**src/rtl/swz_pkg.sv**
```systemverilog
package swz_pkg;
  parameter int SCHED_W = 17;
  parameter int MASK_W  = 3;
  parameter int SWZ_W   = 12;

  typedef struct packed {
    logic [SCHED_W-1:0] sched;
    logic [MASK_W-1:0]  mask;
    logic [SWZ_W-1:0]   swz_a;
    logic [SWZ_W-1:0]   swz_b;
  } ctx_t;
endpackage

```
**src/rtl/swz_ctx_slot.sv**
```systemverilog
module swz_ctx_slot
  import swz_pkg::*;
#(
  parameter int SLOT_ID = 0,
  parameter int IDX_W   = 3
) (
  input  logic              clk,
  input  logic              rst_n,
  input  logic              wr_en,
  input  logic [IDX_W-1:0]  wr_idx,
  input  ctx_t              wr_data,
  input  logic              shift_en,
  output logic              applies,
  output logic [MASK_W-1:0] mask,
  output logic [SWZ_W-1:0]  swz_a,
  output logic [SWZ_W-1:0]  swz_b
);
  localparam logic [IDX_W-1:0] MY_IDX = IDX_W'(SLOT_ID);

  ctx_t ctx_q;
  logic wr_hit;

  assign wr_hit  = wr_en && (wr_idx == MY_IDX);
  assign applies = ctx_q.sched[0];
  assign mask    = ctx_q.mask;
  assign swz_a   = ctx_q.swz_a;
  assign swz_b   = ctx_q.swz_b;

  always_ff @(posedge clk) begin
    if (!rst_n) begin
      ctx_q <= '0;
    end else if (wr_hit) begin
      ctx_q <= wr_data;
    end else if (shift_en) begin
      ctx_q.sched <= ctx_q.sched >> 1;
    end
  end

  // a prefixed issue with no write shifts the schedule down by one
  a_r4_sched_shift: assert property (@(posedge clk) disable iff (!rst_n)
    (shift_en && !wr_hit) |=> (ctx_q.sched == ($past(ctx_q.sched) >> 1)));

  // with no prefixed issue and no write, the context holds
  a_r5_sched_hold: assert property (@(posedge clk) disable iff (!rst_n)
    (!shift_en && !wr_hit) |=> $stable(ctx_q));

  // a write is stored as written, even when a shift happens in the same cycle
  a_r10_write_wins: assert property (@(posedge clk) disable iff (!rst_n)
    wr_hit |=> (ctx_q == $past(wr_data)));
endmodule

```
**src/rtl/swz_ctx_merge.sv**
```systemverilog
module swz_ctx_merge
  import swz_pkg::*;
#(
  parameter int NUM_CTX = 7
) (
  input  logic [NUM_CTX-1:0] applies,
  input  logic [MASK_W-1:0]  mask_arr  [NUM_CTX],
  input  logic [SWZ_W-1:0]   swz_a_arr [NUM_CTX],
  input  logic [SWZ_W-1:0]   swz_b_arr [NUM_CTX],
  output logic [MASK_W-1:0]  mask_or,
  output logic [SWZ_W-1:0]   swz_a_or,
  output logic [SWZ_W-1:0]   swz_b_or
);
  always_comb begin
    mask_or  = '0;
    swz_a_or = '0;
    swz_b_or = '0;
    for (int i = 0; i < NUM_CTX; i++) begin
      if (applies[i]) begin
        mask_or  = mask_or  | mask_arr[i];
        swz_a_or = swz_a_or | swz_a_arr[i];
        swz_b_or = swz_b_or | swz_b_arr[i];
      end
    end
  end
endmodule

```
**src/rtl/swz_opnd_steer.sv**
```systemverilog
module swz_opnd_steer
  import swz_pkg::*;
(
  input  logic [MASK_W-1:0]       mask,
  input  logic [SWZ_W-1:0]        swz_a,
  input  logic [SWZ_W-1:0]        swz_b,
  output logic [MASK_W-1:0]       en,
  output logic [MASK_W*SWZ_W-1:0] sel
);
  localparam int RANK_W = $clog2(MASK_W + 1);

  always_comb begin
    logic [RANK_W-1:0] rank;
    rank = '0;
    en   = '0;
    sel  = '0;
    for (int i = 0; i < MASK_W; i++) begin
      if (mask[i]) begin
        if (rank == RANK_W'(0)) begin
          en[i] = 1'b1;
          sel[i*SWZ_W +: SWZ_W] = swz_a;
        end else if (rank == RANK_W'(1)) begin
          en[i] = 1'b1;
          sel[i*SWZ_W +: SWZ_W] = swz_b;
        end
        rank = rank + RANK_W'(1);
      end
    end
  end
endmodule

```
**src/rtl/swz_ctx_router.sv**
```systemverilog
module swz_ctx_router
  import swz_pkg::*;
#(
  parameter int NUM_CTX = 7,
  parameter int IDX_W   = 3
) (
  input  logic                     clk,
  input  logic                     rst_n,
  input  logic                     wr_en,
  input  logic [IDX_W-1:0]         wr_idx,
  input  logic [SCHED_W-1:0]       wr_sched,
  input  logic [MASK_W-1:0]        wr_mask,
  input  logic [SWZ_W-1:0]         wr_swz_a,
  input  logic [SWZ_W-1:0]         wr_swz_b,
  input  logic                     issue_valid,
  input  logic                     issue_prefixed,
  output logic                     opnd_valid,
  output logic [MASK_W-1:0]        opnd_en,
  output logic [MASK_W*SWZ_W-1:0]  opnd_sel
);
  localparam int SEL_W = MASK_W * SWZ_W;

  logic               shift_en;
  ctx_t               wr_data;
  logic [NUM_CTX-1:0] applies;
  logic [MASK_W-1:0]  mask_arr  [NUM_CTX];
  logic [SWZ_W-1:0]   swz_a_arr [NUM_CTX];
  logic [SWZ_W-1:0]   swz_b_arr [NUM_CTX];
  logic [MASK_W-1:0]  mask_or;
  logic [SWZ_W-1:0]   swz_a_or;
  logic [SWZ_W-1:0]   swz_b_or;
  logic [MASK_W-1:0]  steer_en;
  logic [SEL_W-1:0]   steer_sel;

  assign shift_en = issue_valid && issue_prefixed;
  assign wr_data  = '{sched: wr_sched, mask: wr_mask, swz_a: wr_swz_a, swz_b: wr_swz_b};

  for (genvar g = 0; g < NUM_CTX; g++) begin : g_slot
    swz_ctx_slot #(.SLOT_ID(g), .IDX_W(IDX_W)) u_slot (
      .clk      (clk),
      .rst_n    (rst_n),
      .wr_en    (wr_en),
      .wr_idx   (wr_idx),
      .wr_data  (wr_data),
      .shift_en (shift_en),
      .applies  (applies[g]),
      .mask     (mask_arr[g]),
      .swz_a    (swz_a_arr[g]),
      .swz_b    (swz_b_arr[g])
    );
  end

  swz_ctx_merge #(.NUM_CTX(NUM_CTX)) u_merge (
    .applies   (applies),
    .mask_arr  (mask_arr),
    .swz_a_arr (swz_a_arr),
    .swz_b_arr (swz_b_arr),
    .mask_or   (mask_or),
    .swz_a_or  (swz_a_or),
    .swz_b_or  (swz_b_or)
  );

  swz_opnd_steer u_steer (
    .mask  (mask_or),
    .swz_a (swz_a_or),
    .swz_b (swz_b_or),
    .en    (steer_en),
    .sel   (steer_sel)
  );

  always_ff @(posedge clk) begin
    if (!rst_n) begin
      opnd_valid <= 1'b0;
      opnd_en    <= '0;
      opnd_sel   <= '0;
    end else begin
      opnd_valid <= issue_valid;
      if (issue_valid) begin
        opnd_en  <= issue_prefixed ? steer_en  : '0;
        opnd_sel <= issue_prefixed ? steer_sel : '0;
      end
    end
  end

  // the valid pulse comes exactly one cycle after each issue
  a_r3_valid_follows: assert property (@(posedge clk) disable iff (!rst_n)
    issue_valid |=> opnd_valid);
  a_r3_valid_quiet: assert property (@(posedge clk) disable iff (!rst_n)
    !issue_valid |=> !opnd_valid);

  // a non-prefixed issue never gets a swizzle
  a_r5_plain_no_swz: assert property (@(posedge clk) disable iff (!rst_n)
    (issue_valid && !issue_prefixed) |=> (opnd_en == '0));

  // only operands whose merged mask bit was set get enabled
  a_r7_en_in_mask: assert property (@(posedge clk) disable iff (!rst_n)
    shift_en |=> ((opnd_en & ~$past(mask_or)) == '0));

  // at most two operands get a swizzle
  a_r8_two_max: assert property (@(posedge clk) disable iff (!rst_n)
    opnd_valid |-> ($countones(opnd_en) <= 2));

  // with no context applying, no operand is enabled
  a_r9_none_applies: assert property (@(posedge clk) disable iff (!rst_n)
    (shift_en && (applies == '0)) |=> (opnd_en == '0));
endmodule

```
**config.mk**
```make
export PLATFORM = sky130hd
export DESIGN_NAME = swz_ctx_router
export DESIGN_NICKNAME = d
export VERILOG_FILES = /design/src/rtl/swz_pkg.sv /design/src/rtl/swz_ctx_slot.sv /design/src/rtl/swz_ctx_merge.sv /design/src/rtl/swz_opnd_steer.sv /design/src/rtl/swz_ctx_router.sv
export SDC_FILE = /design/constraint.sdc
export NUM_CORES = 1
export LEC_CHECK = 0
export ABC_AREA = 1
export BUFFER_PORTS_ARGS = -buffer_cell sky130_fd_sc_hd__buf_4
export CORE_ASPECT_RATIO = 0.75
export CORE_MARGIN = 5
export CORE_UTILIZATION = 53
export DETAILED_ROUTE_END_ITERATION = 6
export GPL_TIMING_DRIVEN = 0
export HOLD_SLACK_MARGIN = 0.06
export PLACE_DENSITY = 0.71
export SYNTH_ARGS = -nofsm -noshare
export SYNTH_HDL_FRONTEND = slang
export SYNTH_SLANG_ARGS = --single-unit
```
**constraint.sdc**
```tcl
create_clock -name clk -period 2.64 [get_ports clk]
set_input_delay 0.264 -clock clk [delete_from_list [all_inputs] [get_ports clk]]
set_output_delay 0.264 -clock clk [all_outputs]
set_load 0.1 [all_outputs]
```
==> results of run 1 <==
[what timing repair did]
item | in CTS | in global routing
buffers inserted | 0 | 0
gates resized for setup | 0 | 4
endpoints found under the setup margin | 0 | 8
hold buffers | 21 | 0
hold endpoints to repair | 38 | 0
[through the flow]
stage               total power, µW  hold WS [ns]  setup WS [ns]
floorplan                      6030         0.357          0.786
detailed placement             6400         0.455          0.206
finish                        11400        0.0734          0.280
global placement               6380         0.450          0.214
global route                  11800        0.0659         0.0676
CTS                           11400        0.0624          0.173
[routing by layer]
layer,up-vias,GRT usage [%]
met2,629,43.5
met3,93,6.61
met5,-,0
met1,7015,43.9
met4,0,8.12
li1,7314,-
[sequential cells by signal, indices dropped and copies added, names as in the netlist]
signal and count:
g_slot.u_slot.ctx_q 112, g_slot.u_slot.swz_a 84, g_slot.u_slot.mask 21, opnd_sel 36, opnd_en 3, opnd_valid 1, g_slot.u_slot.swz_b 84, g_slot.u_slot.applies 7
[cells in the final DEF, fill, tap and decap left out, types with 2 or more instances in the layout]
cell type / n
a21oi_1: 83
nand2_2: 6
ha_1: 2
nand2_1: 703
clkbuf_16: 37
nor2_1: 405
inv_2: 10
buf_2: 69
o21ai_0: 164
o21ai_1: 3
clkbuf_1: 71
dfxtp_1: 348
nand3_1: 131
inv_1: 78
buf_4: 96
dlygate4sd3_1: 21
a31oi_1: 107
nor2_2: 3
clkbuf_2: 2
clkinv_2: 6
clkbuf_8: 8
nor2_4: 2
bufinv_16: 2
buf_1: 5
[layout make-up]
class / count / area share (%)
Buffer: 147 / 3.87
Clock buffer: 52 / 6.13
Clock inverter: 9 / 0.570
Inverter: 89 / 1.93
Multi-Input combinational cell: 1612 / 39.6
Sequential cell: 348 / 40.2
Tap cell: 357 / 2.58
Timing Repair Buffer: 111 / 5.11
[Yosys cell counts (all sizes together)]
cell type / n
inv: 88
dfxtp: 348
o21ai: 167
clkinv: 1
buf: 81
ha: 2
a31oi: 107
clkbuf: 66
or2: 1
a21oi: 84
nand3: 132
nand2: 709
nor2: 410
[worst reg2reg max path, delay by kind of cell, from the launching register on]
family / cells / cell delay [ns]
compound gates: 1 / 0.12
fa+ha+maj: 1 / 0.19
buf+inv: 5 / 1.00
flops: 1 / 0.31
simple gates: 7 / 0.66
[power by group through the flow]
stage / clock network, µW / registers [µW] / logic [µW]
finish: 5070 / 5460 / 879
CTS: 5100 / 5460 / 856
global placement: 0 / 5570 / 814
floorplan: 0 / 5560 / 471
global route: 5340 / 5470 / 959
detailed placement: 0 / 5570 / 829
[kinds of logic after synthesis]
group	after synthesis	share of synthesized area, %
compound gates	358	13.0
flops	348	47.0
simple gates	1252	33.1
buf+inv	236	6.76
fa+ha+maj	2	0.169
[path summary, 6_finish.rpt]
check | slack, ns | start | to | depth (start not counted)
worst max register to register | 0.28 | g_slot[3].u_slot.applies$_SDFFE_PN0P_ | opnd_sel[31]$_SDFFE_PN0P_ | 14
worst max-delay path | 0.28 | g_slot[3].u_slot.applies$_SDFFE_PN0P_ | opnd_sel[31]$_SDFFE_PN0P_ | 14
worst min-delay path | 0.07 | wr_swz_a[6] | g_slot[3].u_slot.swz_a[6]$_SDFFE_PN0P_ | 3
worst min register to register | 0.46 | g_slot[3].u_slot.swz_b[8]$_SDFFE_PN0P_ | g_slot[3].u_slot.swz_b[8]$_SDFFE_PN0P_ | 2
==> results.yml, run 1 <==
outcome:
  status: "completed"
detailed_routing:
  via_per_inst: 5.52
  wl_per_cell_um: 17.5
  drc: 0
  drt-met1-wl_um: 21500
  wl_met3_um: 5090
  drtIter0Drc: 1624
  drt_wl_total_um: 47800
  vias: 15100
  dr_wl_met2_um: 19800
  top_layer: "met4"
  firstDrtPassIters: 5
  ant_nets: 0
cells_and_area:
  n_antenna_cell: 0
  nFillCells: 2601
  syn2layout_area_growth_pct: 16.8
  ff_latch_area_um2: 6970
  fin_util_pct: 62.4
  multi_input_area_um2: 6860
  fin_cells: 2725
  drive_gt1_share_pct: 10.4
  fin_area_um2: 17300
  fin_nets: 2399
power_and_ir_drop:
  p_clk_share_pct: 44.4
  p_sw_share_pct: 24.3
  internal_power_uw: 8630
  p_leak_uw: 0.00699
  pwr-share-seq_pct: 47.9
  max-vdd-ir-drop_uv: 473
  switching_power_uw: 2770
  cellPowerDensity_nw_per_um2: 658
  power_frac_comb_pct: 7.7
timing:
  relSlewSlack_pct: 50.0
  clock_skew_ns: 0.0121
  worst_pin_slew_ns: 0.750
  hold_viol: 0
  setup_tns_ns: 0
  max_freq_mhz: 424
  setup_viol: 0
  rsz0062_at_grt: "false"
  finalCritPeriodShare_pct: 89.4
  maxSlewViolCount: 0
  period_minus_slack_ns: 2.36
synth:
  synth_nets: 2250
  ys_seq_area_share_pct: 47.0
  synthTopCellsByArea: "dfxtp_1 47%, nand2_1 18%, nor2_1 10%"
  yosysUniqueCellTypes: 23
  netlist_instances: 2196
  yosys_warnings: 0
  synth.top_cell.area_share_pct: 47.0
  synth.ff_latch_count: 348
  syn-cell-area_um2: 14800
  synth_top_area_cell: "dfxtp_1"
  syn_area_per_cell_um2: 6.75
worst_setup_path:
  path_cells: "buf_2 > nand2_1 > nand2_1 > nor2_1 > nand2_2 > inv_1 > buf_4 > ha_1 > inv_1 > clkbuf_2 > nor2_1 > nor2_1 > nand2_1 > a21oi_1"
  critPathMaxFanout: 10
  worst_path_largest_cell_delay_ns: 0.31
  worstSetupPathType: "reg2reg"
  critical-path-top-delay-family: "buffers and inverters"
  worst-path-buf-inv: 5
  crit_path_start_kind: "flop"
  cp_slowest_cell: "dfxtp_1"
  end_kind: "flop"
  required_ns: 3.07
  crit_arrival_ns: 2.79
place:
  dpl-instance-area_um2: 16000
  dpl.hpwl_um: 34100
  numPortBuffers: 90
  routabilityCongestion: 0.892
  dp.cells: 2643
cts:
  cts_inserted_buffers: 36
  cts_tree: "done"
  cts.htree.levels: 2
  cts_num_sinks: 348
  clkSlewWorstSetupHoldPaths_ns: 0.06
  root_buffer: "clkbuf_16"
  clk_latency_ns: 0.52
  clockBufferDepth: 3
flow_run:
  drv_cap: 0
global_route:
  grt_pass1_wl_um: 74500
  grt_pass1_vias: 13300
  antenna_found_initial: 0
  overflow: 0
  grtUsageTotal_pct: 29.6
  grt_max_degree: 15
die:
  rows: 53
  die_w_um: 203
  ios: 92
  coreArea_um2: 27800
  initial_core_util_pct: 53.4
  die_y_um: 155
  dieArea_um2: 31500
min_path:
  min_path_type: "in2reg"
Note: power is estimated with default switching activity, not from simulation.
==> run 2, diff against run 1 <==
--- a/config.mk
+++ b/config.mk
@@ -5,11 +5,11 @@
 export SDC_FILE = /design/constraint.sdc
 export NUM_CORES = 1
 export LEC_CHECK = 0
-export ABC_AREA = 1
 export BUFFER_PORTS_ARGS = -buffer_cell sky130_fd_sc_hd__buf_4
 export CORE_ASPECT_RATIO = 0.75
 export CORE_MARGIN = 5
 export CORE_UTILIZATION = 53
+export CTS_BUF_LIST = sky130_fd_sc_hd__clkbuf_4
 export DETAILED_ROUTE_END_ITERATION = 6
 export GPL_TIMING_DRIVEN = 0
 export HOLD_SLACK_MARGIN = 0.06
==> results.yml, run 2 <==
detailed_routing:
  via_per_inst: 5.92
  drtIter0Drc: 1602
  wl_per_cell_um: 20.2
  vias: 14700
  firstDrtPassIters: 7
  ant_nets: 0
  drc: 2
  drt_wl_total_um: 50300
place:
  numPortBuffers: 86
  routabilityCongestion: 0.890
  dpl.hpwl_um: 34500
  dpl-instance-area_um2: 16100
worst_setup_path:
  r2r-end: "opnd_sel[28]$_SDFFE_PN0P_"
  path_common_cell: "buf_6"
  crit_start: "g_slot[0].u_slot.applies$_SDFFE_PN0P_"
  worst_path_largest_cell_delay_ns: 0.51
  crit_path_end: "opnd_sel[28]$_SDFFE_PN0P_"
  critPathMaxFanout: 10
  worstSetupPathType: "reg2reg"
  required_ns: 3.24
  crit-reg2reg-launch: "g_slot[0].u_slot.applies$_SDFFE_PN0P_"
  cp_slowest_cell: "a222oi_1"
  r2r_slack_ns: 0.11
  path_cells: "buf_6 > a222oi_1 > nand3_2 > buf_6 > ha_1 > nor2b_2 > clkbuf_4 > a22oi_1 > o21ai_0"
  reg2reg_depth: 9
  crit_arrival_ns: 3.13
  end_kind: "flop"
  crit_path_start_kind: "flop"
synth:
  synth.most_common_cell: "nand2_1"
  synthTopCellsByArea: "dfxtp_1 47%, nand2_1 13%, a21boi_0 8.8%"
  synth_edf_count: 0
  netlist_instances: 1811
  synth_nets: 1865
  syn-cell-area_um2: 15000
  ys_seq_area_share_pct: 46.5
  async_flop_share_pct: 0
  synthFlopType: "dfxtp_1"
  syn_area_per_cell_um2: 8.27
  synth.ff_latch_count: 348
  synthTopCellsByCount: "529 x nand2_1, 348 x dfxtp_1, 260 x nand3_1"
  yosysUniqueCellTypes: 32
  synth.top_cell.area_share_pct: 46.5
  synth_top_area_cell: "dfxtp_1"
  yosys_warnings: 0
cells_and_area:
  nFillCells: 2448
  drive_gt1_share_pct: 13.0
  fin_nets: 2094
  final_common_cell: "nand2_1"
  syn2layout_area_growth_pct: 18.4
  final_cell_mix: "529 x nand2_1, 348 x dfxtp_1, 260 x nand3_1"
  multi_input_area_um2: 7310
  fin_area_um2: 17700
  ff_latch_area_um2: 6970
  regMostFlops: "g_slot.u_slot.ctx_q"
  largest_register_ff_count: 112
global_route:
  grt_pass1_vias: 13600
  grt_pass1_wl_um: 77100
  overflow: 0
  antenna_found_initial: 1
  grt_max_degree: 12
  grtUsageTotal_pct: 30.9
die:
  dieArea_um2: 31800
  rows: 53
  ios: 92
  initial_core_util_pct: 53.7
  coreArea_um2: 27900
  die_w_um: 204
  die_y_um: 156
timing:
  period_minus_slack_ns: 2.53
  setup_viol: 0
  worst_pin_slew_ns: 0.903
  whs_ns: 0.162
  relSlewSlack_pct: 39.8
  clock_skew_ns: 0.0395
  hold_viol: 0
  maxSlewViolCount: 0
  rsz0062_at_grt: "false"
  max_freq_mhz: 395
  finalCritPeriodShare_pct: 95.8
cts:
  clkSlewWorstSetupHoldPaths_ns: 0.06
  clockBufferDepth: 3
  cts.htree.levels: 3
  cts_num_sinks: 348
  clk_latency_ns: 0.73
  cts_inserted_buffers: 88
  cts_tree: "done"
  root_buffer: "clkbuf_4"
outcome:
  status: "complete, but fails checks"
  violations: "DRC"
power_and_ir_drop:
  p_leak_uw: 0.00747
  cellPowerDensity_nw_per_um2: 617
  max-vdd-ir-drop_uv: 268
flow_run:
  drv_cap: 0
min_path:
  min_path_type: "in2reg"
[run 2: cell types whose count changed after synthesis, sizes merged, moves of 72 or more]
| cell | before | now |
|---|---|---|
| inv | 88 | 3 |
| a21boi | 0 | 197 |
| a21oi | 84 | 12 |
| nand2 | 709 | 529 |
| a31oi | 107 | 1 |
| o21ai | 167 | 24 |
| nor2 | 410 | 6 |
| nand3 | 132 | 261 |
| o211a | 0 | 112 |
[run 2: cell families after synthesis]
group | Yosys count | share of synthesized area [%]
flops | 348 | 46.5
mux | 12 | 0.802
compound gates | 440 | 23.8
simple gates | 838 | 24.1
fa+ha+maj | 2 | 0.167
buf+inv | 171 | 4.69
[run 2: worst min-delay path by stage]
stage,start,to,slack (ns),cells after the start
CTS,wr_en,g_slot[5].u_slot.swz_b[11]$_SDFFE_PN0P_,0.14,5
detailed placement,opnd_sel[21]$_SDFFE_PN0P_,opnd_sel[21]$_SDFFE_PN0P_,0.44,2
global route,wr_en,g_slot[5].u_slot.mask[2]$_SDFFE_PN0P_,0.17,5
finish,wr_en,g_slot[5].u_slot.swz_b[11]$_SDFFE_PN0P_,0.16,5
floorplan,wr_swz_b[0],g_slot[0].u_slot.swz_b[0]$_SDFFE_PN0P_,0.40,2
global placement,opnd_sel[24]$_SDFFE_PN0P_,opnd_sel[24]$_SDFFE_PN0P_,0.44,2
[run 2: worst max-delay path, delay by kind of cell (launching register included)]
family / cells / cell delay, ns
AO/OA/AOI/OAI: 3 / 0.81
buffers and inverters: 3 / 0.58
AND/OR/NAND/NOR: 2 / 0.43
adder cells (fa/ha/maj): 1 / 0.27
flip-flops: 1 / 0.31
[run 2: layout make-up]
type	count	area share, %
tap	385	2.72
buffer	167	3.90
antenna	1	0.0141
clock inverter	20	0.586
clock buffer	131	5.55
sequential	348	39.3
inverter	3	0.0635
multi-input combinational	1292	41.2
timing repair buffer	140	6.63
[run 2: layer usage]
layer / up-vias / share of wire [%] / track usage (%)
met5: - / 0 / 0
met4: 0 / 2.0 / 9.44
met3: 86 / 13 / 10.1
met2: 767 / 42 / 44.6
met1: 7037 / 43 / 44.3
li1: 6842 / - / -
[run 2: what timing repair did]
action                     CTS  global route
setup endpoints to repair   10            11
hold buffers                50             0
pin swaps                    2             2
buffers inserted             2             2
hold endpoints to repair   313             0
resized for setup            1             5
[run 2: where the power goes]
part	internal (µW)	leakage, µW	switching, µW	total, µW
logic	326	0.00400	626	951
registers	5380	0.00282	68.7	5450
clock network	2350	0.000654	2190	4540
[run 2: metrics by stage]
stage	setup WS, ns	cells	setup TNS (ns)	total power (µW)	utilization (%)
6_report	0.110	2487	0	10900	63.5
5_1_grt	0.0333	2487	0	11300	63.5
4_1_cts	0.0805	2484	0	10900	63.4
3_5_place_dp	-0.295	2282	-2.72	6420	57.7
3_3_place_gp	-0.208	2282	-1.81	6400	57.7
2_1_floorplan	0.375	1811	0	6040	-
